### src/rtl/exc_pkg.sv
package exc_pkg;
  localparam int unsigned IDX_W = 5;

  typedef enum logic [IDX_W-1:0] {
    CODE_INT = 5'd0,
    CODE_SYS = 5'd8,
    CODE_RI  = 5'd10,
    CODE_OV  = 5'd12
  } exc_code_e;

  localparam logic [IDX_W-1:0] REG_BADADDR = 5'd8;
  localparam logic [IDX_W-1:0] REG_COUNT   = 5'd9;
  localparam logic [IDX_W-1:0] REG_MATCH   = 5'd11;
  localparam logic [IDX_W-1:0] REG_CAUSE   = 5'd13;
  localparam logic [IDX_W-1:0] REG_EPC     = 5'd14;

  localparam logic [31:0] FIXED_ENTRY = 32'h8000_0180;
  localparam logic [31:0] TABLE_BASE  = 32'h8000_0000;
  localparam int unsigned ENTRY_SHIFT = 5;
  localparam int unsigned CODE_LSB    = 2;
endpackage

### src/rtl/exc_vector.sv
module exc_vector
  import exc_pkg::*;
#(
  parameter int unsigned XLEN     = 32,
  parameter bit          VECTORED = 1'b0
) (
  input  logic [IDX_W-1:0] code_i,
  output logic [XLEN-1:0]  entry_o
);
  generate
    if (VECTORED) begin : g_table
      always_comb entry_o = XLEN'(TABLE_BASE) + (XLEN'(code_i) << ENTRY_SHIFT);
    end else begin : g_fixed
      logic unused_code;
      assign unused_code = ^code_i;
      always_comb entry_o = XLEN'(FIXED_ENTRY);
    end
  endgenerate

  always_comb begin
    assert_entry_aligned_R3 : assert (entry_o[ENTRY_SHIFT-1:0] == '0 || !VECTORED);
  end
endmodule

### src/rtl/exc_capture.sv
module exc_capture
  import exc_pkg::*;
#(
  parameter int unsigned XLEN = 32
) (
  input  logic             clk_i,
  input  logic             rst_ni,
  input  logic             exc_valid_i,
  input  logic [IDX_W-1:0] exc_code_i,
  input  logic [XLEN-1:0]  exc_pc_i,
  input  logic             exc_addr_valid_i,
  input  logic [XLEN-1:0]  exc_addr_i,
  input  logic             eret_i,
  input  logic             wr_epc_i,
  input  logic [XLEN-1:0]  wr_data_i,
  output logic [XLEN-1:0]  epc_o,
  output logic [IDX_W-1:0] code_o,
  output logic [XLEN-1:0]  badaddr_o,
  output logic             exl_o
);
  logic [XLEN-1:0]  epc_q, badaddr_q;
  logic [IDX_W-1:0] code_q;
  logic             exl_q;

  always_ff @(posedge clk_i or negedge rst_ni) begin
    if (!rst_ni) begin
      epc_q     <= '0;
      badaddr_q <= '0;
      code_q    <= '0;
      exl_q     <= 1'b0;
    end else begin
      if (exc_valid_i) begin
        // nested exception keeps the first return address
        if (!exl_q) epc_q <= exc_pc_i;
        code_q <= exc_code_i;
        if (exc_addr_valid_i) badaddr_q <= exc_addr_i;
        exl_q <= 1'b1;
      end else begin
        if (wr_epc_i) epc_q <= wr_data_i;
        if (eret_i)   exl_q <= 1'b0;
      end
    end
  end

  assign epc_o     = epc_q;
  assign code_o    = code_q;
  assign badaddr_o = badaddr_q;
  assign exl_o     = exl_q;

  assert_epc_capture_R4 : assert property (@(posedge clk_i) disable iff (!rst_ni)
    exc_valid_i && !exl_q |=> epc_q == $past(exc_pc_i));
  assert_exl_set_R4 : assert property (@(posedge clk_i) disable iff (!rst_ni)
    exc_valid_i |=> exl_q);
  assert_nested_hold_R7 : assert property (@(posedge clk_i) disable iff (!rst_ni)
    exc_valid_i && exl_q |=> $stable(epc_q));
  assert_eret_clear_R8 : assert property (@(posedge clk_i) disable iff (!rst_ni)
    eret_i && !exc_valid_i |=> !exl_q);
  assert_badaddr_gate_R6 : assert property (@(posedge clk_i) disable iff (!rst_ni)
    !(exc_valid_i && exc_addr_valid_i) |=> $stable(badaddr_q));
endmodule

### src/rtl/exc_timer.sv
module exc_timer #(
  parameter int unsigned XLEN = 32
) (
  input  logic            clk_i,
  input  logic            rst_ni,
  input  logic            wr_count_i,
  input  logic            wr_match_i,
  input  logic [XLEN-1:0] wr_data_i,
  output logic [XLEN-1:0] count_o,
  output logic [XLEN-1:0] match_o,
  output logic            irq_o
);
  logic [XLEN-1:0] count_q, match_q;
  logic            irq_q;
  logic            hit;

  assign hit = (count_q == match_q);

  always_ff @(posedge clk_i or negedge rst_ni) begin
    if (!rst_ni) begin
      count_q <= '0;
      match_q <= '1;
      irq_q   <= 1'b0;
    end else begin
      count_q <= wr_count_i ? wr_data_i : count_q + 1'b1;
      if (wr_match_i) match_q <= wr_data_i;
      // clearing write wins over a simultaneous hit
      irq_q <= wr_match_i ? 1'b0 : (irq_q | hit);
    end
  end

  assign count_o = count_q;
  assign match_o = match_q;
  assign irq_o   = irq_q;

  assert_count_step_R9 : assert property (@(posedge clk_i) disable iff (!rst_ni)
    !wr_count_i |=> count_q == $past(count_q) + 1'b1);
  assert_match_clear_R10 : assert property (@(posedge clk_i) disable iff (!rst_ni)
    wr_match_i |=> !irq_q);
  assert_irq_sticky_R10 : assert property (@(posedge clk_i) disable iff (!rst_ni)
    irq_q && !wr_match_i |=> irq_q);
endmodule

### src/rtl/exc_ctrl_regs.sv
module exc_ctrl_regs
  import exc_pkg::*;
#(
  parameter int unsigned XLEN     = 32,
  parameter bit          VECTORED = 1'b0
) (
  input  logic             clk_i,
  input  logic             rst_ni,
  input  logic             exc_valid_i,
  input  logic [IDX_W-1:0] exc_code_i,
  input  logic [XLEN-1:0]  exc_pc_i,
  input  logic             exc_addr_valid_i,
  input  logic [XLEN-1:0]  exc_addr_i,
  input  logic             eret_i,
  input  logic             reg_wr_i,
  input  logic [IDX_W-1:0] reg_idx_i,
  input  logic [XLEN-1:0]  wr_data_i,
  output logic [XLEN-1:0]  rd_data_o,
  output logic             redirect_o,
  output logic [XLEN-1:0]  redirect_pc_o,
  output logic             exl_o,
  output logic             timer_irq_o
);
  localparam int unsigned CODE_MSB = CODE_LSB + IDX_W - 1;

  logic [XLEN-1:0]  epc, badaddr, count, match, entry;
  logic [IDX_W-1:0] code;
  logic             wr_epc, wr_count, wr_match;

  assign wr_epc   = reg_wr_i && (reg_idx_i == REG_EPC);
  assign wr_count = reg_wr_i && (reg_idx_i == REG_COUNT);
  assign wr_match = reg_wr_i && (reg_idx_i == REG_MATCH);

  exc_capture #(.XLEN(XLEN)) u_capture (
    .clk_i, .rst_ni,
    .exc_valid_i, .exc_code_i, .exc_pc_i, .exc_addr_valid_i, .exc_addr_i,
    .eret_i,
    .wr_epc_i  (wr_epc),
    .wr_data_i,
    .epc_o     (epc),
    .code_o    (code),
    .badaddr_o (badaddr),
    .exl_o
  );

  exc_timer #(.XLEN(XLEN)) u_timer (
    .clk_i, .rst_ni,
    .wr_count_i (wr_count),
    .wr_match_i (wr_match),
    .wr_data_i,
    .count_o    (count),
    .match_o    (match),
    .irq_o      (timer_irq_o)
  );

  exc_vector #(.XLEN(XLEN), .VECTORED(VECTORED)) u_vector (
    .code_i  (exc_code_i),
    .entry_o (entry)
  );

  always_comb begin
    redirect_o    = exc_valid_i | eret_i;
    redirect_pc_o = exc_valid_i ? entry : epc;
  end

  always_comb begin
    rd_data_o = '0;
    unique case (reg_idx_i)
      REG_BADADDR: rd_data_o = badaddr;
      REG_COUNT:   rd_data_o = count;
      REG_MATCH:   rd_data_o = match;
      REG_CAUSE:   rd_data_o[CODE_MSB:CODE_LSB] = code;
      REG_EPC:     rd_data_o = epc;
      default:     rd_data_o = '0;
    endcase
  end

  assert_eret_target_R8 : assert property (@(posedge clk_i) disable iff (!rst_ni)
    eret_i && !exc_valid_i |-> redirect_pc_o == epc);
endmodule

### config.mk
export PLATFORM = sky130hd
export DESIGN_NAME = exc_ctrl_regs
export DESIGN_NICKNAME = d
export VERILOG_FILES = /design/src/rtl/exc_pkg.sv /design/src/rtl/exc_vector.sv /design/src/rtl/exc_capture.sv /design/src/rtl/exc_timer.sv /design/src/rtl/exc_ctrl_regs.sv
export SDC_FILE = /design/constraint.sdc
export NUM_CORES = 1
export LEC_CHECK = 0
export BUFFER_PORTS_ARGS = -buffer_cell sky130_fd_sc_hd__buf_2
export CAP_MARGIN = 20
export CORE_AREA = 2 2 148 150
export CTS_CLUSTER_SIZE = 10
export DETAILED_ROUTE_END_ITERATION = 7
export DIE_AREA = 0 0 150 152
export GPL_ROUTABILITY_DRIVEN = 0
export GPL_TIMING_DRIVEN = 1
export HOLD_SLACK_MARGIN = 0.03
export PLACE_DENSITY = 0.62
export SYNTH_ARGS = -nofsm -noshare
export SYNTH_HDL_FRONTEND = slang
export SYNTH_SLANG_ARGS = --single-unit
### constraint.sdc
create_clock -name clk_i -period 2.4 [get_ports clk_i]
set_input_delay 0.36 -clock clk_i [delete_from_list [all_inputs] [get_ports clk_i]]
set_output_delay 0.36 -clock clk_i [all_outputs]
set_load 0.02 [all_outputs]
==> results_dict.tcl, run 1 <==
set metrics [dict create \
    finalWorstSetupSlack_ns 0.1679 \
    netlist_instances 697 \
    slew-limit-headroom_pct 68.68 \
    post_dp_hpwl_mm 17.04 \
    antenna_found_initial 4 \
    dr_total_vias 5958 \
    min_path_type "in2reg" \
    num_io_pins 179 \
    timing.critical_path.cells "buf_2 > buf_12 > and4b_1 > buf_12 > a22oi_1 > o21ai_0 > buf_2" \
    power.leakage_nw 4.125 \
    place_inst 1123 \
    critical_path_arrival_ns 1.87 \
    timing.hold.worst_endpoint "u_capture.code_o[1]$_DFFE_PN0P_" \
    holdCritStartpoint "exc_code_i[1]" \
    cell_area_power_density_nw_per_um2 841.5 \
    path_delay_family "buffers and inverters" \
    max_freq_mhz 448.0 \
    cts_inserted_buffers 17 \
    drtPass1Iterations 4 \
    max-vdd-ir-drop_uv 486.4 \
    post_dp_cell_area_um2 8633 \
    wl_mm 22.53 \
    floorplan.initialDensity_pct 34.32 \
    wire_length_per_cell_um 19.42 \
    floorplan.die.width_um 150 \
    reg_to_reg_end "u_timer.count_o[31]$_DFF_PN0_" \
    crit_cells 7 \
    wl_met3_mm 1.443 \
    crit-reg2reg-launch "u_timer.count_o[7]$_DFF_PN0_" \
    die_y_um 152 \
    htree_levels 4 \
    detailedRoute.firstIterationViolations 420 \
    met2_wirelength_mm 9.874 \
    report.final.hold_viol_count 0 \
    synth.yosys.seq_area_share_pct 46.65 \
    timing.final.setup_violations 0 \
    synthTopCellsByArea "dfrtp_1 (35%), dfstp_2 (11%), mux2_2 (11%), mux2i_1 (8.7%), xnor2_1 (5.4%)" \
    tritoncts "yes" \
    seqCellArea_um2 3418 \
    filler_cell_count 2127 \
    detail_route.wirelength.met1_mm 10.53 \
    grt_pass1_wl_mm 34.89 \
    synth_top_cell_by_area "dfrtp_1" \
    ctsLongestPathBuffers 2 \
    finish.cell_count_without_fillers 1160 \
    ws_path_type "in2out" \
    gr-total-overflow 0 \
    cts_root_buffer "clkbuf_16" \
    nets 976 \
    synth_enable_flop_cells 0 \
    synth_flop_cell "dfrtp_1" \
    timing.setup.tns_ns 0 \
    crit_end_category "output port" \
    top_layer_used "met4" \
    required_ns 2.04 \
    viasPerCell 5.136 \
    timing_max_transition_violations_final 0 \
    layout-area-overhead-vs-synth_pct 25.73 \
    worst_hold_path.num_cells 2 \
    drv_cap 0 \
    setup_repair_after_global_routing_missed_its_margin "false" \
    synth_commonest_cells "dfrtp_1 (103), mux2_2 (69), mux2i_1 (64), o21ai_0 (62), nand2_1 (46)" \
    depth_of_the_worst_register_to_register_path 5 \
    port_buffers 178 \
    synth_top_area_share_pct 35.18 \
    async_s_r_ff_share_synth_pct 100.0 \
    dp_worst_setup_slack_ns 0.1943 \
    placeableCoreArea_um2 21350 \
    timing.critical_path.fanout_max 36 \
    multi_input_area_um2 3702 \
    worstPathBufferInverterCount 4 \
    post-route-cell-area_um2 9213 \
    grt_util_all_layers_pct 20.22 \
    ctsResizeCount 0 \
    cp-start-kind "input pin" \
    layout-drive-gt1-share_pct 39.50 \
    finClkSkew_ns 0.007592 \
    die-area_um2 22800 \
    via_count_of_the_first_global_routing_pass 5883 \
    worst-slew-pin-transition_ns 0.4698 \
    max_stage_delay_ns 0.38 \
    yosys.cell_count.top_type "dfrtp_1" \
    status "finished, final reports clean" \
    placement_rows 54 \
    yosys_register_bits 135 \
    antenna_left 0 \
    path_clk_slew_ns 0.06 \
    netlist_area_um2 7327 \
    drc 0 \
    cts.sink_count 135 \
    hold_ws_ns 0.1570 \
    pin_count_of_the_biggest_net_entering_global_routing 68 \
    synth_warnings 0 \
    synth.avg_cell_area_um2 10.51 \
    cpMaxStageDelayCell "a22oi_1" \
    min_period_ns 2.232 \
    mappedNetlistNets 810 \
    reg2reg_setup_slack_ns 0.47 \
    worstSkewPairLatency_ns 0.43 \
    synth.lib_cells_used.distinct 35 \
    post-route-period-util_pct 93.00 \
]
-- cells in the final DEF (no fill, tap or decap), drive strengths merged, types with 6 or more instances in the layout --
cell and n:
a21oi 33, clkbuf 19, nand2 46, dfrtp 103
nor2b 31, clkinv 7, o21ai 62, nand4 17
xor2 17, and3 8, buf 196, dfstp 32
mux2i 64, xnor2 45, or2 6, a22oi 32
mux2 71, nor2 39, nand3 15
-- through the flow --
stage	util, %	power (W)
final	43.15	0.007753
after global routing	43.15	0.008159
after CTS	43.10	0.007810
after detailed placement	40.44	0.005310
after global placement	40.44	0.005272
after floorplan	-	0.004575
-- routing by layer --
| metal | vias up | GRT usage (%) |
|---|---|---|
| met5 | - | 0 |
| met4 | 0 | 8.760 |
| met3 | 45 | 3.904 |
| met2 | 192 | 29.14 |
| met1 | 2915 | 29.44 |
| li1 | 2806 | - |
-- layout make-up --
cell class / count / share of cell area, %
Sequential cell: 135 / 37.10
Inverter: 5 / 0.2037
Clock inverter: 13 / 1.154
Tap cell: 280 / 3.803
Multi-Input combinational cell: 507 / 40.19
Timing Repair Buffer: 197 / 12.52
Clock buffer: 19 / 4.916
Antenna cell: 4 / 0.1087
-- worst register-to-register path: stages (launching register included) --
cell     delay, ns
dfrtp_1       0.51
nand4_2       0.22
or4_4         0.51
nor4b_2       0.34
xnor2_1       0.16
a21oi_1       0.08
-- power breakdown --
group / internal [W] / switching [W] / leakage (nW)
logic: 0.000899 / 0.000924 / 2.31
clock network: 0.00146 / 0.00101 / 0.266
registers: 0.00285 / 0.000614 / 1.55
-- sequential cells by signal, summed over array words and instances (netlist names) --
name and cells:
u_capture.exl_o 1, u_capture.epc_o 32, u_timer.irq_o 1, u_capture.code_o 5, u_timer.count_o 32, u_capture.badaddr_o 32, u_timer.match_o 32
-- how the worst max path moves through the flow --
stage	start	endpoint	slack, ns
2_1_floorplan	reg_idx_i[1]	rd_data_o[10]	0.28
3_3_place_gp	reg_idx_i[1]	rd_data_o[23]	0.19
3_5_place_dp	reg_idx_i[1]	rd_data_o[26]	0.19
5_1_grt	reg_idx_i[1]	rd_data_o[26]	0.11
4_1_cts	reg_idx_i[1]	rd_data_o[26]	0.19
6_report	reg_idx_i[1]	rd_data_o[23]	0.17
-- kinds of logic (layout without fill, tap and decap cells) --
group	after synthesis	after routing	share of synthesized area, %
flops	135	135	46.65
fa+ha+maj	1	1	0.1707
compound gates	131	131	10.21
other cells	0	4	0
buf+inv	55	234	3.091
xor+xnor	62	62	7.411
simple gates	178	178	12.81
mux	135	135	19.66
-- what timing repair did --
item | CTS | global route
hold buffers | 1 | 0
endpoints found under the setup margin | 0 | 0
buffers inserted | 0 | 0
endpoints found under the hold margin | 31 | 0
Note: power is estimated with default switching activity, not from simulation.
==> run 2: changes to the inputs <==
--- a/config.mk
+++ b/config.mk
@@ -14,7 +14,7 @@
 export GPL_ROUTABILITY_DRIVEN = 0
 export GPL_TIMING_DRIVEN = 1
 export HOLD_SLACK_MARGIN = 0.03
-export PLACE_DENSITY = 0.62
+export PLACE_DENSITY = 0.64
 export SYNTH_ARGS = -nofsm -noshare
 export SYNTH_HDL_FRONTEND = slang
 export SYNTH_SLANG_ARGS = --single-unit
==> constraint.sdc (replaced) <==
create_clock -name clk_i -period 2 [get_ports clk_i]
set_input_delay 0.3 -clock clk_i [delete_from_list [all_inputs] [get_ports clk_i]]
set_output_delay 0.3 -clock clk_i [all_outputs]
set_load 0.02 [all_outputs]
==> results_dict.tcl, run 2 (synthesis results as in run 1) <==
set metrics [dict create \
    drv_cap 0 \
    htree_levels 4 \
    port_buffers 178 \
    report.final.hold_viol_count 0 \
    timing.final.setup_violations 0 \
    floorplan.initialDensity_pct 34.32 \
    wire_length_per_cell_um 19.55 \
    layout-drive-gt1-share_pct 41.47 \
    via_count_of_the_first_global_routing_pass 6046 \
    post-route-period-util_pct 99.38 \
    worst-slew-pin-transition_ns 0.4427 \
    cts.sink_count 135 \
    max_freq_mhz 503.1 \
    placeableCoreArea_um2 21350 \
    detailedRoute.firstIterationViolations 448 \
    cts_setup_buffers 0 \
    timing.setup.tns_ns 0 \
    worstSkewPairLatency_ns 0.41 \
    die_y_um 152 \
    ws_path_type "in2out" \
    crit_end_category "output port" \
    power.leakage_nw 4.241 \
    timing.critical_path.fanout_max 9 \
    hold_ws_ns 0.1113 \
    crit-reg2reg-launch "u_timer.count_o[13]$_DFF_PN0_" \
    place_inst 1144 \
    total_power_w 0.009627 \
    holdCritStartpoint "exc_addr_i[24]" \
    min_path_type "in2reg" \
    post_dp_hpwl_mm 17.82 \
    max-vdd-ir-drop_uv 483.3 \
    layout-area-overhead-vs-synth_pct 28.55 \
    cp-start-kind "input pin" \
    cts_inserted_buffers 17 \
    finish.cell_count_without_fillers 1180 \
    critical_path_arrival_ns 1.69 \
    ctsLongestPathBuffers 2 \
    drtPass1Iterations 5 \
    antenna_left 0 \
    worstSetupStartpoint "reg_idx_i[4]" \
    gr-total-overflow 0 \
    antenna_found_initial 4 \
    grt_util_all_layers_pct 20.45 \
    viasPerCell 5.157 \
    cell_area_power_density_nw_per_um2 1022 \
    nets 997 \
    pin_count_of_the_biggest_net_entering_global_routing 63 \
    cts_root_buffer "clkbuf_16" \
    wl_mm 23.07 \
    path_clk_slew_ns 0.06 \
    finClkSkew_ns 0.005913 \
    num_io_pins 179 \
    min_period_ns 1.988 \
    dr_total_vias 6085 \
    floorplan.die.width_um 150 \
    slew-limit-headroom_pct 70.42 \
    timing_max_transition_violations_final 0 \
    reg2reg_setup_slack_ns 0.15 \
    die-area_um2 22800 \
    placement_rows 54 \
    grt_pass1_wl_mm 35.30 \
    layout.cells.most_common "buf_2" \
    setup_repair_after_global_routing_missed_its_margin "true" \
    drc 0 \
    commonest_cells_after_routing_fill_and_taps_aside "buf_2 (176), dfrtp_1 (102), mux2_2 (69), mux2i_1 (63), o21ai_0 (56)" \
    required_ns 1.70 \
    tritoncts "yes" \
    status "finished, final reports clean" \
]
==> run 2: cell types whose count changed in the layout (fill, tap and decap cells not counted), sizes merged <==
cell      previous run  this run
buf                196       217
diode                4         3
clkbuf              19        18
bufinv               1         2
inv                  5         7
clkinvlp             5         3
==> run 2: routing by layer <==
| metal | GRT usage [%] | part of all wire [%] | wire (µm) |
|---|---|---|---|
| met1 | 29.13 | 46 | 10620 |
| met2 | 30.29 | 45 | 10460 |
| met3 | 4.054 | 6.2 | 1424 |
| met4 | 8.491 | 2.4 | 560 |
| met5 | 0 | 0.056 | 13 |
==> run 2: where the power goes <==
part | switching [W] | internal [W] | total [W] | leakage (nW)
Clock | 0.00123 | 0.00187 | 0.00311 | 0.283
Sequential | 0.000626 | 0.00342 | 0.00404 | 1.55
Combinational | 0.00126 | 0.00121 | 0.00248 | 2.41
Total | 0.00312 | 0.00651 | 0.00963 | 4.24
==> run 2: cell type report <==
cell class                      count  area, µm²
Timing Repair Buffer              218       1315
Tap cell                          280      350.3
Sequential cell                   135       3420
Antenna cell                        3      7.507
Inverter                            5      18.77
Clock buffer                       18      439.2
Multi-Input combinational cell    507       3719
Clock inverter                     14      150.1
Fill cell                        2098      11930
==> run 2: per-stage QoR <==
stage / util (%) / cell area [µm²] / setup WS (ns)
2_1_floorplan: - / 7328 / 0.00006495
3_3_place_gp: 41.19 / 8795 / -0.07843
3_5_place_dp: 41.19 / 8795 / -0.1023
4_1_cts: 44.01 / 9397 / 0.01520
5_1_grt: 44.12 / 9419 / -0.007555
6_report: 44.12 / 9419 / 0.01230
==> run 2: critical path, stage by stage <==
cell and delay, ns:
buf_2 0.10, nor2b_2 0.17, nand2_1 0.09, or2_2 0.35
buf_4 0.19, o21ai_0 0.25, buf_2 0.22
==> run 2: timing repair <==
action | CTS | global route
hold endpoints to repair | 28 | 0
endpoints found under the setup margin | 9 | 9
gates resized for setup | 4 | 7
hold buffers | 1 | 0
==> run 2: final timing paths <==
kind	endpoint	cells after the start
worst max-delay path	rd_data_o[9]	7
worst min-delay path	u_capture.badaddr_o[24]$_DFFE_PN0P_	2
worst max register to register	u_timer.count_o[29]$_DFF_PN0_	5
worst min register to register	u_capture.epc_o[16]$_DFFE_PN0P_	2
max in group asynchronous	u_timer.match_o[14]$_DFFE_PN1P_	3
min in group asynchronous	u_capture.badaddr_o[22]$_DFFE_PN0P_	2
